==> config.mk <==
export PLATFORM = sky130hd
export DESIGN_NAME = hpa_ack_ctrl
export DESIGN_NICKNAME = d
export VERILOG_FILES = /design/src/rtl/hpa_pkg.sv /design/src/rtl/hpa_sync.sv /design/src/rtl/hpa_cfg.sv /design/src/rtl/hpa_hs.sv /design/src/rtl/hpa_ack_ctrl.sv
export SDC_FILE = /design/constraint.sdc
export NUM_CORES = 1
export LEC_CHECK = 0
export CAP_MARGIN = 30
export CORE_MARGIN = 2
export CORE_UTILIZATION = 42
export DETAILED_ROUTE_END_ITERATION = 10
export GPL_TIMING_DRIVEN = 0
export PLACE_DENSITY = 0.81
export SETUP_SLACK_MARGIN = 0.4
export SYNTH_ARGS = -nofsm -noshare
export SYNTH_HDL_FRONTEND = slang
export SYNTH_SLANG_ARGS = --single-unit
==> constraint.sdc <==
create_clock -name clk -period 1.7 [get_ports clk]
set_clock_uncertainty 0.1 [all_clocks]
set_input_delay 0.34 -clock clk [delete_from_list [all_inputs] [get_ports clk]]
set_output_delay 0.34 -clock clk [all_outputs]
set_load 0.02 [all_outputs]
==> src/rtl/hpa_pkg.sv <==
package hpa_pkg;

    localparam int CFG_W   = 8;
    localparam int MODE_HI = 7;
    localparam int MODE_LO = 6;
    localparam int POL_BIT = 0;
    localparam int SYNC_STAGES = 2;

    typedef enum logic [1:0] {
        HS_IDLE = 2'd0,
        HS_WAIT = 2'd1,
        HS_DONE = 2'd2
    } hs_state_e;

    // synchronized host pins
    typedef struct packed {
        logic cs;
        logic rd;
        logic wr;
        logic ale;
    } host_bus_t;

    // datapath status
    typedef struct packed {
        logic rbuf_valid;
        logic wbuf_full;
        logic wr_busy;
    } dp_status_t;

    // equal straps select ready style
    function automatic logic strap_ready(input logic pol, input logic ack);
        return pol == ack;
    endfunction

    // data access completion rule; write takes precedence over read
    function automatic logic can_finish(input host_bus_t b, input dp_status_t s);
        if (b.wr)
            return !s.wbuf_full && !s.wr_busy;
        return s.rbuf_valid && !s.wr_busy;
    endfunction

endpackage

==> src/rtl/hpa_sync.sv <==
module hpa_sync #(
    parameter int W      = 1,
    parameter int STAGES = 2
) (
    input  logic         clk,
    input  logic         rst,
    input  logic [W-1:0] d,
    output logic [W-1:0] q
);

    logic [W-1:0] pipe [STAGES];

    always_ff @(posedge clk) begin
        if (rst) begin
            for (int i = 0; i < STAGES; i++) pipe[i] <= '0;
        end else begin
            pipe[0] <= d;
            for (int i = 1; i < STAGES; i++) pipe[i] <= pipe[i-1];
        end
    end

    assign q = pipe[STAGES-1];

endmodule

==> src/rtl/hpa_cfg.sv <==
module hpa_cfg
    import hpa_pkg::*;
(
    input  logic             clk,
    input  logic             rst,
    input  logic             strap_pol,
    input  logic             strap_ack,
    input  logic             we,
    input  logic [CFG_W-1:0] wdata,
    output logic [CFG_W-1:0] cfg,
    output logic             pol,
    output logic             ready_mode
);

    logic [1:0] mode_q;
    logic       pol_q;

    always_ff @(posedge clk) begin
        if (rst) begin
            pol_q  <= strap_pol;
            mode_q <= {1'b0, strap_ready(strap_pol, strap_ack)};
        end else if (we) begin
            mode_q <= wdata[MODE_HI:MODE_LO];
        end
    end

    always_comb begin
        cfg                  = '0;
        cfg[MODE_HI:MODE_LO] = mode_q;
        cfg[POL_BIT]         = pol_q;
    end

    assign pol        = pol_q;
    assign ready_mode = mode_q[0];

    AST_POL_HELD: assert property (@(posedge clk) disable iff (rst)
        !rst |=> $stable(pol_q)) else $error("polarity bit changed");

    AST_MODE_WRITE: assert property (@(posedge clk) disable iff (rst)
        we |=> cfg[MODE_HI:MODE_LO] == $past(wdata[MODE_HI:MODE_LO]))
        else $error("mode bits not loaded");

endmodule

==> src/rtl/hpa_hs.sv <==
module hpa_hs
    import hpa_pkg::*;
(
    input  logic       clk,
    input  logic       rst,
    input  host_bus_t  bus,
    input  dp_status_t st,
    input  logic       ready_mode,
    output logic       ack_int,
    output logic       acc_mode
);

    hs_state_e st_q, st_n;
    logic      ack_q, ack_d;
    logic      acc_q, ale_d;
    logic      access, addr_cyc, go;

    assign access   = bus.cs && (bus.rd || bus.wr);
    assign addr_cyc = bus.cs && bus.ale && bus.wr;
    assign go       = addr_cyc || can_finish(bus, st);

    always_comb begin
        st_n = st_q;
        case (st_q)
            HS_IDLE: if (access) st_n = go ? HS_DONE : HS_WAIT;
            HS_WAIT: if (!access) st_n = HS_IDLE;
                     else if (go) st_n = HS_DONE;
            HS_DONE: if (!access) st_n = HS_IDLE;
            default: st_n = HS_IDLE;
        endcase
    end

    assign ack_d = ready_mode ? (st_n != HS_WAIT) : (st_n == HS_DONE);

    always_ff @(posedge clk) begin
        if (rst) begin
            st_q  <= HS_IDLE;
            ack_q <= ready_mode;
            acc_q <= 1'b0;
            ale_d <= 1'b0;
        end else begin
            st_q  <= st_n;
            ack_q <= ack_d;
            ale_d <= bus.ale;
            if (bus.ale && !ale_d) acc_q <= bus.wr;
        end
    end

    assign ack_int  = ack_q;
    assign acc_mode = acc_q;

    AST_ACK_NEEDS_STROBE: assert property (@(posedge clk) disable iff (rst)
        (!ready_mode && !$past(ready_mode) && ack_q) |-> $past(access))
        else $error("ack without strobe");

    AST_WAIT_NOT_ACKED: assert property (@(posedge clk) disable iff (rst)
        (st_q == HS_WAIT) |-> !ack_q) else $error("ack while waiting");

    AST_READ_GATE: assert property (@(posedge clk) disable iff (rst)
        (st_q != HS_DONE && access && !bus.wr && !(st.rbuf_valid && !st.wr_busy))
        |=> st_q != HS_DONE) else $error("read finished early");

    AST_WRITE_GATE: assert property (@(posedge clk) disable iff (rst)
        (st_q != HS_DONE && bus.cs && bus.wr && !bus.ale && (st.wbuf_full || st.wr_busy))
        |=> st_q != HS_DONE) else $error("write finished early");

    AST_ADDR_CYCLE_ACK: assert property (@(posedge clk) disable iff (rst)
        addr_cyc |=> st_q == HS_DONE) else $error("address cycle not acked");

    AST_ACC_DETECT: assert property (@(posedge clk) disable iff (rst)
        (bus.ale && !ale_d && bus.wr) |=> acc_q) else $error("acc mode missed");

endmodule

==> src/rtl/hpa_ack_ctrl.sv <==
module hpa_ack_ctrl
    import hpa_pkg::*;
(
    input  logic             clk,
    input  logic             rst,
    input  logic             strap_pol_i,
    input  logic             strap_ack_i,
    input  logic             host_cs_mem_i,
    input  logic             host_cs_io_i,
    input  logic             host_rd_i,
    input  logic             host_wr_i,
    input  logic             host_ale_i,
    input  logic             rbuf_valid_i,
    input  logic             wbuf_full_i,
    input  logic             wr_busy_i,
    input  logic             cfg_we_i,
    input  logic [CFG_W-1:0] cfg_wdata_i,
    output logic [CFG_W-1:0] cfg_o,
    output logic             addr_acc_o,
    output logic             ack_o
);

    localparam int NPIN = 5;

    logic [NPIN-1:0] pins_raw, pins_s;
    host_bus_t       bus;
    dp_status_t      status;
    logic            pol, ready_mode, ack_int;

    assign pins_raw = {host_cs_mem_i, host_cs_io_i, host_rd_i, host_wr_i, host_ale_i};

    hpa_sync #(.W(NPIN), .STAGES(SYNC_STAGES)) u_sync (
        .clk (clk),
        .rst (rst),
        .d   (pins_raw),
        .q   (pins_s)
    );

    always_comb begin
        bus.cs  = pins_s[4] || pins_s[3];
        bus.rd  = pins_s[2];
        bus.wr  = pins_s[1];
        bus.ale = pins_s[0];
        status.rbuf_valid = rbuf_valid_i;
        status.wbuf_full  = wbuf_full_i;
        status.wr_busy    = wr_busy_i;
    end

    hpa_cfg u_cfg (
        .clk        (clk),
        .rst        (rst),
        .strap_pol  (strap_pol_i),
        .strap_ack  (strap_ack_i),
        .we         (cfg_we_i),
        .wdata      (cfg_wdata_i),
        .cfg        (cfg_o),
        .pol        (pol),
        .ready_mode (ready_mode)
    );

    hpa_hs u_hs (
        .clk        (clk),
        .rst        (rst),
        .bus        (bus),
        .st         (status),
        .ready_mode (ready_mode),
        .ack_int    (ack_int),
        .acc_mode   (addr_acc_o)
    );

    assign ack_o = ack_int ^ ~pol;

    AST_PIN_POLARITY: assert property (@(posedge clk) disable iff (rst)
        (ack_o == ack_int) == cfg_o[POL_BIT]) else $error("pin polarity wrong");

endmodule

* After elaboration in Yosys (flattened, before gate mapping)
Memories as Yosys holds them, arrays and structs flattened.
Index checks and enable logic that the tools add are counted.
** Word-level totals
- RAM bits :: 10
- Bits in registers :: 8
- ROM bits :: 0
- Memories kept :: 1
- Input bits :: 21
- Latch bits :: 0
- Logic and storage cells :: 49
- Output and inout bits :: 10
** Operators by class
- Mux-type cells :: 18
- Shifts and indexed selects :: 0
- Multiply operators :: 0
- Divide/modulo/power cells :: 0
- Reductions and logical operators :: 14
- Bitwise operators :: 4
- Order comparisons :: 0
- $add $sub $neg :: 0
- Equal/unequal tests :: 5
** Memories
- u_sync.pipe :: depth 2, width 5, rd ports 2, clocked after Yosys merged registers in 0, wr ports 2, line hpa_sync.sv:11 : logic [W-1:0] pipe [STAGES];
** Operators with widths (count)
- 1-bit two-way mux :: 10
- 2-bit two-way mux :: 5
- 5-bit two-way mux :: 2
- 1-bit logical AND :: 6
- 2-bit case mux with 3 select lines :: 1
- 2-bit equality test, second input constant :: 2
- 1-bit zero test :: 3
- 1-bit logical OR :: 3
- 2-bit by 1-bit equality test with 1-bit output, second input constant :: 1
- 2-bit zero test :: 1
- 2-bit by 1-bit != test with 1-bit output, second input constant :: 1
- 1-bit OR :: 2
- 2-bit nonzero test :: 1
- 1-bit equality test :: 1
- 1-bit inverter :: 1
- 1-bit XOR :: 1

* Longest topological paths before layout
Gate-level depths: netlist of run 1.
- Depth in word-level cells :: 11
- Gate-level depth with buffers :: 3

* Cells and area by module
A second synthesis of run 1 with hierarchy kept.
** Unflattened totals
- Cell total of the unflattened synthesis :: 64
- Area total of the unflattened synthesis :: 696.9 um^2
** By module, submodules not included
- hpa_sync :: seq. area each 200.2 um^2, area an instance 300.3 um^2, times used 1, cells each 25
- hpa_hs :: seq. area each 100.1 um^2, area an instance 201.4 um^2, times used 1, cells each 21
- hpa_cfg :: seq. area each 80.1 um^2, area an instance 180.2 um^2, times used 1, cells each 16
- hpa_ack_ctrl :: seq. area each 0.0 um^2, area an instance 15.0 um^2, times used 1, cells each 2

* Worst setup path after synthesis of run 1
No wires, ideal clock.
- Path kind :: reg2out
- Start point :: register u_cfg.pol_q (netlist: u_cfg.pol)
- End point :: output port ack_o
- Required time :: 1260 ps
- Stages on the path, launching flop included :: 2
- Slack :: 471 ps
- Data arrival time :: 789 ps
- Buffers on the path :: 0
- Path through :: edfxtp_1 xnor2_1
** Between the ends
- Word-level cells in the longest chain between the ends :: 2
** Ends and longest elaborated chain
- start: declaration :: line hpa_cfg.sv:16 : logic pol_q;
- start signal: assignment :: line hpa_cfg.sv:20 : pol_q <= strap_pol;
- 1-bit inverter :: line hpa_ack_ctrl.sv:71 : assign ack_o = ack_int ^ ~pol;
- 1-bit XOR :: line hpa_ack_ctrl.sv:71
- end: declaration :: line hpa_ack_ctrl.sv:20 : output logic ack_o
Every way passes these cells.

* Worst setup path after layout of run 1
Same ends and word-level chain as after synthesis.

==> impl_metrics.py, run 1 <==
metrics = {
    "synth": {
        "synth.avg_cell_area_sq_um": 11.4,
        "synth_cell_types": 22,
        "synth_area_leaders": "dfxtp_1 48%, nor2b_1 11%, edfxtp_1 8.9%",
        "ys_seq_elements": 18,
        "synth_xor_area_share_pct": 2.61,
        "seq_area_frac_synth_pct": 56.6,
        "syn_area_sq_um": 672,
        "synth_top_family_by_area": "simple AND/OR/NAND/NOR gates",
        "synthAdderAreaFrac_pct": 0,
        "muxShareOfSynthArea_pct": 4.66,
        "synthSimpleGateAreaFrac_pct": 20.3,
        "synth_top_area_cell": "dfxtp_1",
        "synth-compound-area-share_pct": 6.70,
        "yosys_warnings": 0,
        "synth_top_area_share_pct": 47.7,
        "syn_inst": 59,
    },
    "final_layout": {
        "final_area_sq_um": 930,
        "drive_gt1_share_pct": 27.6,
        "antenna_cells": 0,
        "final_common_cell": "dfxtp_1",
        "nets": 109,
        "final.fill_count": 120,
        "area_delta_synth_final_pct": 38.4,
        "final_cells": 103,
        "layout_common_cells": "16 x dfxtp_1, 13 x clkdlybuf4s50_1, 12 x nor2b_1, 9 x buf_4, 5 x conb_1",
    },
    "floorplanning": {
        "dieArea_sq_um": 1940,
        "die_w_microns": 44.0,
        "initial_core_util_pct": 44.6,
        "ios": 31,
        "num_rows": 14,
        "core_sq_um": 1510,
        "die_y_microns": 44.0,
    },
    "critical_path": {
        "r2r_start": "u_sync.pipe[0][6]",
        "rr_worst_depth": 3,
        "crit_buf_inv": 1,
        "end_kind": "output port",
        "slowest_delay_ns": 0.42,
        "r2r_setup_slack_ns": 0.55,
        "worstSetupStartpoint": "u_cfg.pol",
        "critical_path.slowest_cell": "edfxtp_1",
        "required_ns": 1.26,
        "crit_path_cell_trace": "xnor2_1 > buf_4",
        "crit_type": "flip-flop to output port",
        "cp_top_family": "flip-flops",
        "r2r-end": "u_hs.st_q[0]",
        "path_max_fanout": 2,
        "cp.arrival_ns": 1.01,
        "critPathLaunchType": "flip-flop",
    },
    "power_and_ir_drop": {
        "p_int_w": 0.000668,
        "p_per_area_nw_per_um2": 926,
        "seq_power_share_pct": 53.6,
        "power_w": 0.000861,
        "switchingPower_w": 0.000192,
        "ir_worst_vdd_mv": 0.523,
        "p_sw_share_pct": 22.4,
        "p_comb_share_pct": 16.6,
        "p_leak_nw": 0.403,
        "clkPwrFrac_pct": 29.8,
    },
    "clock_network": {
        "root_buffer": "clkbuf_4",
        "cts_tree": "yes",
        "clkTransAtPathRegs_ns": 0.10,
        "cts_max_level": 1,
        "insertion_delay_ns": 0.28,
        "numCtsBuffers": 3,
        "cts.sinks": 18,
        "hold_buffers": 0,
        "cts_buffer_depth": 2,
    },
    "routing": {
        "via_per_inst": 4.56,
        "ant_nets": 0,
        "dr.pass1.iters": 1,
        "wirelength_microns": 947,
        "routedWlPerCell_microns": 9.19,
        "first_iter_violations": 0,
        "vias": 470,
        "drc_errors": 0,
    },
    "grt": {
        "gr-total-overflow": 0,
        "gr-usage-all-layers_pct": 11.3,
        "antenna_found_initial": 0,
        "grt_first_pass_wirelength_mm": 1.55,
        "grt_max_degree": 11,
        "grt_pass1_vias": 382,
    },
    "placed_design": {
        "place.gp.congestion": 0.657,
        "dp_slack_ns": -0.122,
        "dpl_cell_area_sq_um": 897,
        "place_inst": 98,
        "portBuffers": 19,
    },
    "flow_run": {
        "cap_viol_max_count": 0,
    },
    "sta": {
        "period_share_pct": 85.5,
        "drv_slew": 0,
        "rsz0062_at_grt": "true",
        "hold_viol_final": 0,
        "setup_ws_ns": 0.246,
        "fmax_mhz": 688,
        "min_period_ns": 1.45,
        "finalSetupViolCount": 0,
    },
    "hold_path": {
        "worstHoldStart": "u_sync.pipe[0][4]",
        "worstHoldEndpoint": "u_sync.pipe[0][9]",
        "hp-class": "flip-flop to flip-flop",
        "hold-path-cell-count": 1,
    },
    "run_status": {
        "status": "finished clean",
    },
}
==> area by class of cell <==
| cell class | count | area (sq um) | share of cell area (%) |
|---|---|---|---|
| timing repair buffer | 20 | 186 | 20.1 |
| sequential | 18 | 380 | 40.9 |
| multi-input combinational | 37 | 249 | 26.8 |
| clock buffer | 4 | 36.3 | 3.90 |
| buffer | 8 | 57.6 | 6.19 |
| tap | 16 | 20.0 | 2.15 |
==> kinds of logic after synthesis <==
kind of cell              after synthesis
muxes                                   3
and+or+nand+nor                        21
DFF                                    18
buffers and inverters                   8
other                                   1
AOI/OAI and AO/OA                       6
xor gates and xnor gates                2
==> registers in the layout, summed over array words and instances (netlist names) <==
| register | flops |
|---|---|
| u_sync.pipe | 10 |
| u_cfg.mode_q | 2 |
| u_hs.st_q | 2 |
| u_cfg.pol | 1 |
| u_hs.acc_mode | 1 |
| u_hs.ack_int | 1 |
| u_hs.ale_d | 1 |
==> how the worst max path moves through the flow <==
stage,slack (ns),end,depth (start not counted)
2_1_floorplan,0.47,ack_o,1
3_3_place_gp,-0.09,u_cfg.mode_q[0],3
3_5_place_dp,-0.12,u_cfg.mode_q[0],3
4_1_cts,0.20,ack_o,2
5_1_grt,0.20,ack_o,2
6_report,0.25,ack_o,2
==> stage by stage <==
stage / hold WS (ns) / utilization [%] / TNS [ns]
after detailed placement: 0.322 / 59.6 / -0.158
after global placement: 0.319 / 59.6 / -0.107
after global routing: 0.363 / 61.7 / 0
after floorplan: 0.312 / - / 0
final: 0.345 / 61.7 / 0
after CTS: 0.344 / 61.5 / 0
==> power groups by stage <==
stage / registers, W / logic [W] / clock network (W)
final: 0.000461 / 0.000143 / 0.000256
after global routing: 0.000464 / 0.000153 / 0.000284
after CTS: 0.000461 / 0.000141 / 0.000263
after detailed placement: 0.000471 / 0.000141 / 0
after global placement: 0.000471 / 0.000138 / 0
after floorplan: 0.000471 / 0.0000764 / 0
==> cell usage after synthesis <==
master and number:
dfxtp_1 16, nor2b_1 12, buf_4 7, a31oi_1 2, edfxtp_1 2, mux2i_1 2
nor2_1 2, xnor2_1 2, a21boi_1 1, a21o_1 1, a21oi_1 1, a31oi_2 1
and3_1 1, and3_4 1, buf_2 1, conb_1 1, mux2_2 1, nand2b_1 1
nand2b_2 1, or2_1 1, or2_2 1, or2_4 1
==> metal layers <==
| layer | track usage, % | vias to the layer above | part of all wire [%] |
|---|---|---|---|
| met5 | 0 | - | 0 |
| li1 | - | 237 | - |
| met2 | 18.5 | 12 | 54 |
| met4 | 7.27 | 0 | 0.53 |
| met1 | 12.3 | 219 | 39 |
| met3 | 3.75 | 2 | 6.1 |
==> repair_timing <==
item	in CTS	in global routing
setup buffers	1	0
gates resized for setup	26	1
setup endpoints to repair	10	3
pin swaps	0	1
cloned	0	0
(Power assumes the default switching activity.)
==> inputs of run 2 (changes only) <==
- CORE_MARGIN: 2 -> 3
==> run 2 against run 1 <==
Setup slack better by 0.013 ns. Sequential share of layout area rose by 0.055 points. Core utilization is 4.7 points higher. Clock power is 2% lower. Die area is 9.3% higher. Critical path type unchanged. Non-clock buffer count is the same. Design area decreased by 0.13%. Register-to-register slack is essentially flat. Critical endpoint unchanged.
==> impl_metrics.py, run 2 (synthesis gave the netlist of run 1 again) <==
metrics = {
    "sta": {
        "worst_hold_slack_ns": 0.344,
        "finalSetupViolCount": 0,
        "fin_setup_tns_ns": 0,
        "period_share_pct": 84.8,
        "drv_slew": 0,
        "rsz0062_at_grt": "true",
        "fmax_mhz": 694,
        "min_period_ns": 1.44,
        "hold_viol_final": 0,
    },
    "power_and_ir_drop": {
        "ir_worst_vdd_mv": 0.561,
        "seq_power_share_pct": 54.1,
        "switchingPower_w": 0.000184,
        "p_per_area_nw_per_um2": 918,
        "p_comb_share_pct": 16.6,
        "power_w": 0.000852,
        "p_leak_nw": 0.403,
        "p_sw_share_pct": 21.6,
        "p_int_w": 0.000668,
        "clkPwrFrac_pct": 29.3,
    },
    "critical_path": {
        "cp.arrival_ns": 1.00,
        "rr_worst_depth": 3,
        "r2r_setup_slack_ns": 0.56,
        "required_ns": 1.26,
        "crit_type": "flip-flop to output port",
        "path_max_fanout": 2,
        "setup.worst_path.end": "ack_o",
        "critPathLaunchType": "flip-flop",
        "r2r_start": "u_sync.pipe[0][6]",
        "r2r-end": "u_hs.st_q[0]",
        "worstSetupStartpoint": "u_cfg.pol",
        "end_kind": "output port",
    },
    "final_layout": {
        "largestRegisters": "u_sync.pipe (10), u_cfg.mode_q (2), u_hs.st_q (2)",
        "nets": 109,
        "final.fill_count": 108,
        "layout_common_cells": "16 x dfxtp_1, 13 x clkdlybuf4s50_1, 12 x nor2b_1, 9 x buf_4, 5 x conb_1",
        "largest-register": "u_sync.pipe",
        "drive_gt1_share_pct": 27.6,
        "largest_reg_flops": 10,
        "area_delta_synth_final_pct": 38.2,
        "multi_input_area_sq_um": 249,
        "final-seq-area_sq_um": 380,
        "final_common_cell": "dfxtp_1",
        "final_cells": 102,
        "antenna_cells": 0,
        "final_area_sq_um": 928,
    },
    "clock_network": {
        "clkTransAtPathRegs_ns": 0.10,
        "cts_buffer_depth": 2,
        "root_buffer": "clkbuf_4",
        "cts.sinks": 18,
        "cts_max_level": 1,
        "numCtsBuffers": 3,
        "insertion_delay_ns": 0.28,
        "hold_buffers": 0,
        "cts_tree": "yes",
    },
    "run_status": {
        "status": "finished clean",
    },
    "floorplanning": {
        "ios": 31,
        "num_rows": 13,
        "core_sq_um": 1400,
        "die_w_microns": 46.0,
        "dieArea_sq_um": 2120,
        "initial_core_util_pct": 48.0,
        "die_y_microns": 46.0,
    },
    "routing": {
        "via_per_inst": 4.30,
        "routedWlPerCell_microns": 9.13,
        "ant_nets": 0,
        "vias": 439,
        "drc_errors": 0,
        "dr.pass1.iters": 5,
        "first_iter_violations": 4,
        "wirelength_microns": 931,
    },
    "grt": {
        "gr-total-overflow": 0,
        "grt_max_degree": 11,
        "gr-usage-all-layers_pct": 9.49,
        "grt_first_pass_wirelength_mm": 1.40,
        "antenna_found_initial": 0,
        "grt_pass1_vias": 377,
    },
    "placed_design": {
        "place.gp.congestion": 0.742,
        "place_inst": 97,
        "portBuffers": 19,
        "dpl_cell_area_sq_um": 896,
    },
    "hold_path": {
        "hp-class": "flip-flop to flip-flop",
    },
    "flow_run": {
        "cap_viol_max_count": 0,
    },
}
-- run 2: routing by layer --
metal | up-vias | track usage (%) | wire length, microns
met1 | 189 | 9.88 | 372
li1 | 235 | - | -
met2 | 15 | 16.2 | 471
met5 | - | 0 | 0
met3 | 0 | 4.74 | 87
met4 | 0 | 3.41 | 0
-- run 2: worst min-delay path by stage --
stage / from / to / slack, ns / cells past startpoint
final: u_sync.pipe[0][3] / u_sync.pipe[0][8] / 0.34 / 1
after global routing: u_sync.pipe[0][3] / u_sync.pipe[0][8] / 0.36 / 1
after CTS: u_sync.pipe[0][3] / u_sync.pipe[0][8] / 0.34 / 1
after detailed placement: u_sync.pipe[0][3] / u_sync.pipe[0][8] / 0.32 / 1
after global placement: u_sync.pipe[0][0] / u_sync.pipe[0][5] / 0.32 / 1
after floorplan: rst / u_sync.pipe[0][5] / 0.31 / 1
-- run 2: area by class of cell --
cell class                 count  share of cell area [%]
buffer                         8                    6.20
clock buffer                   4                    3.91
sequential                    18                    41.0
tap                           15                    2.02
multi-input combinational     37                    26.8
timing repair buffer          20                    20.1
-- run 2: power groups by stage --
stage / logic (W) / clock network [W] / registers (W)
3_5_place_dp: 0.000140 / 0 / 0.000471
2_1_floorplan: 0.0000764 / 0 / 0.000471
6_report: 0.000141 / 0.000250 / 0.000461
4_1_cts: 0.000139 / 0.000258 / 0.000461
3_3_place_gp: 0.000138 / 0 / 0.000471
5_1_grt: 0.000152 / 0.000274 / 0.000464
-- run 2: repair_timing --
item	4_1_cts	5_1_grt
resized for setup	26	1
endpoints found under the setup margin	10	3
buffers inserted	1	0
cloned	0	0
pin swaps	0	1
-- run 2: worst max-delay path, cell delays in order (launching register included) --
cell and delay [ns]:
edfxtp_1 0.42, xnor2_1 0.15, buf_4 0.16
-- run 2: metrics by stage --
step,util [%],setup slack [ns]
final,66.4,0.259
after global routing,66.4,0.194
after detailed placement,64.0,-0.0968
after CTS,66.2,0.216
after global placement,64.0,-0.111
after floorplan,-,0.471
==> inputs of run 3 (changes only) <==
- CORE_UTILIZATION: 42 -> 35
- PLACE_DENSITY: 0.81 -> 0.72
- clock period: 1.7 -> 1.2 ns (I/O delays scaled with it)
==> run 3 against run 2 <==
The run now ends with negative setup slack left. Design area increased by 9.6%. Clock power grew 40%. Wire length increased by 1.1%. Power grew 44%. Critical path depth stayed put. Combinational power rose by 60%. Critical path type unchanged. Critical endpoint unchanged.
==> impl_metrics.py, run 3 (synthesis gave the netlist of run 1 again) <==
metrics = {
    "sta": {
        "setup_ws_ns": -0.151,
        "min_period_ns": 1.35,
        "hold_viol_final": 0,
        "finalSetupViolCount": 3,
        "fmax_mhz": 740,
        "drv_slew": 0,
        "period_share_pct": 113,
        "fin_setup_tns_ns": -0.365,
        "rsz0062_at_grt": "true",
        "worst_hold_slack_ns": 0.0570,
    },
    "floorplanning": {
        "dieArea_sq_um": 2480,
        "initial_core_util_pct": 38.1,
        "die_y_microns": 49.8,
        "num_rows": 15,
        "die_w_microns": 49.8,
        "ios": 31,
        "core_sq_um": 1760,
    },
    "routing": {
        "drc_errors": 0,
        "wirelength_microns": 941,
        "vias": 468,
        "routedWlPerCell_microns": 8.25,
        "via_per_inst": 4.11,
        "first_iter_violations": 0,
        "dr.pass1.iters": 1,
        "ant_nets": 0,
    },
    "final_layout": {
        "drive_gt1_share_pct": 41.6,
        "antenna_cells": 0,
        "final.fill_count": 155,
        "largest-register": "u_sync.pipe",
        "area_delta_synth_final_pct": 51.4,
        "largestRegisters": "u_sync.pipe (10), u_cfg.mode_q (2), u_hs.st_q (2)",
        "layout_common_cells": "12 x dfxtp_1, 11 x nor2b_1, 11 x buf_4, 9 x clkdlybuf4s50_1",
        "final_area_sq_um": 1020,
        "largest_reg_flops": 10,
        "final_common_cell": "dfxtp_1",
        "nets": 111,
    },
    "grt": {
        "grt_max_degree": 11,
        "antenna_found_initial": 0,
        "gr-total-overflow": 0,
        "grt_pass1_vias": 389,
        "gr-usage-all-layers_pct": 8.58,
        "grt_first_pass_wirelength_mm": 1.57,
    },
    "critical_path": {
        "r2r-end": "u_hs.st_q[0]",
        "path_max_fanout": 2,
        "rr_worst_depth": 3,
        "critPathLaunchType": "flip-flop",
        "critical_path.slowest_cell": "edfxtp_1",
        "slowest_delay_ns": 0.43,
        "r2r_start": "u_sync.pipe[0][8]",
        "required_ns": 0.86,
        "r2r_setup_slack_ns": 0.11,
        "end_kind": "output port",
        "crit_path_cell_trace": "xnor2_2 > buf_4",
        "crit_type": "flip-flop to output port",
        "cp.arrival_ns": 1.01,
    },
    "hold_path": {
        "hp-class": "primary input to flip-flop",
        "worstHoldEndpoint": "u_cfg.pol",
        "hold-path-cell-count": 1,
        "worstHoldStart": "strap_pol_i",
    },
    "clock_network": {
        "cts_buffer_depth": 2,
        "cts_tree": "yes",
        "clkTransAtPathRegs_ns": 0.09,
        "cts_max_level": 1,
        "root_buffer": "clkbuf_4",
        "cts.sinks": 18,
        "numCtsBuffers": 3,
        "hold_buffers": 0,
        "insertion_delay_ns": 0.28,
    },
    "placed_design": {
        "place.gp.congestion": 0.645,
        "hpwlAfterDp_microns": 756,
        "dp_slack_ns": -0.481,
        "dpl_cell_area_sq_um": 942,
        "portBuffers": 19,
    },
    "power_and_ir_drop": {
        "p_per_area_nw_per_um2": 1210,
        "power_w": 0.00123,
        "ir_worst_vdd_mv": 0.577,
        "p_leak_nw": 0.434,
    },
    "flow_run": {
        "cap_viol_max_count": 0,
    },
    "run_status": {
        "violations": "negative setup slack",
        "status": "finished, violations left",
    },
}
-- run 3: cell types whose count changed in the layout (fill, tap and decap cells not counted), sizes merged --
cell | previous run | this run
buf | 14 | 19
clkdlybuf4s50 | 13 | 9
dlygate4sd2 | 1 | 2
-- run 3: final cells by class --
class                           count  area, sq um  area share (%)
Multi-Input combinational cell     37          288            28.3
Sequential cell                    18          390            38.4
Tap cell                           25         31.3            3.08
Clock buffer                        4         36.3            3.57
Buffer                              8         71.3            7.01
Timing Repair Buffer               22          200            19.7
-- run 3: where the power goes --
group	switching (W)	internal, W	leakage (nW)
Sequential	0.0000166	0.000639	0.154
Clock	0.000166	0.000185	0.0210
Combinational	0.0000846	0.000141	0.259
Total	0.000267	0.000964	0.434
-- run 3: worst max-delay path by stage --
stage	startpoint	to	slack [ns]
global route	u_cfg.pol	ack_o	-0.19
detailed placement	rst	u_cfg.mode_q[0]	-0.48
global placement	rst	u_cfg.mode_q[0]	-0.47
CTS	u_cfg.pol	ack_o	-0.17
floorplan	u_sync.pipe[0][9]	u_hs.st_q[0]	0.15
finish	u_cfg.pol	ack_o	-0.15
-- run 3: timing repair --
item	in CTS	in global routing
setup buffers	2	1
gates resized for setup	51	1
pin swaps	5	3
endpoints found under the setup margin	24	10
-- run 3: metal layers --
layer	routed length, microns	track usage (%)	part of all wire [%]
met4	34	6.91	3.6
met1	344	9.43	37
met3	72	2.72	7.7
met5	0	0	0
met2	490	13.4	52
-- run 3: worst max-delay path, delay by kind of cell (launching register included) --
kind / cells / cell delay [ns]
DFF: 1 / 0.43
buffers and inverters: 1 / 0.15
xor gates and xnor gates: 1 / 0.15
-- run 3: stage by stage --
stage          utilization, %  std cells
2_1_floorplan               -         63
3_3_place_gp             53.4        107
3_5_place_dp             53.4        107
4_1_cts                  57.1        113
5_1_grt                  57.7        114
6_report                 57.7        114
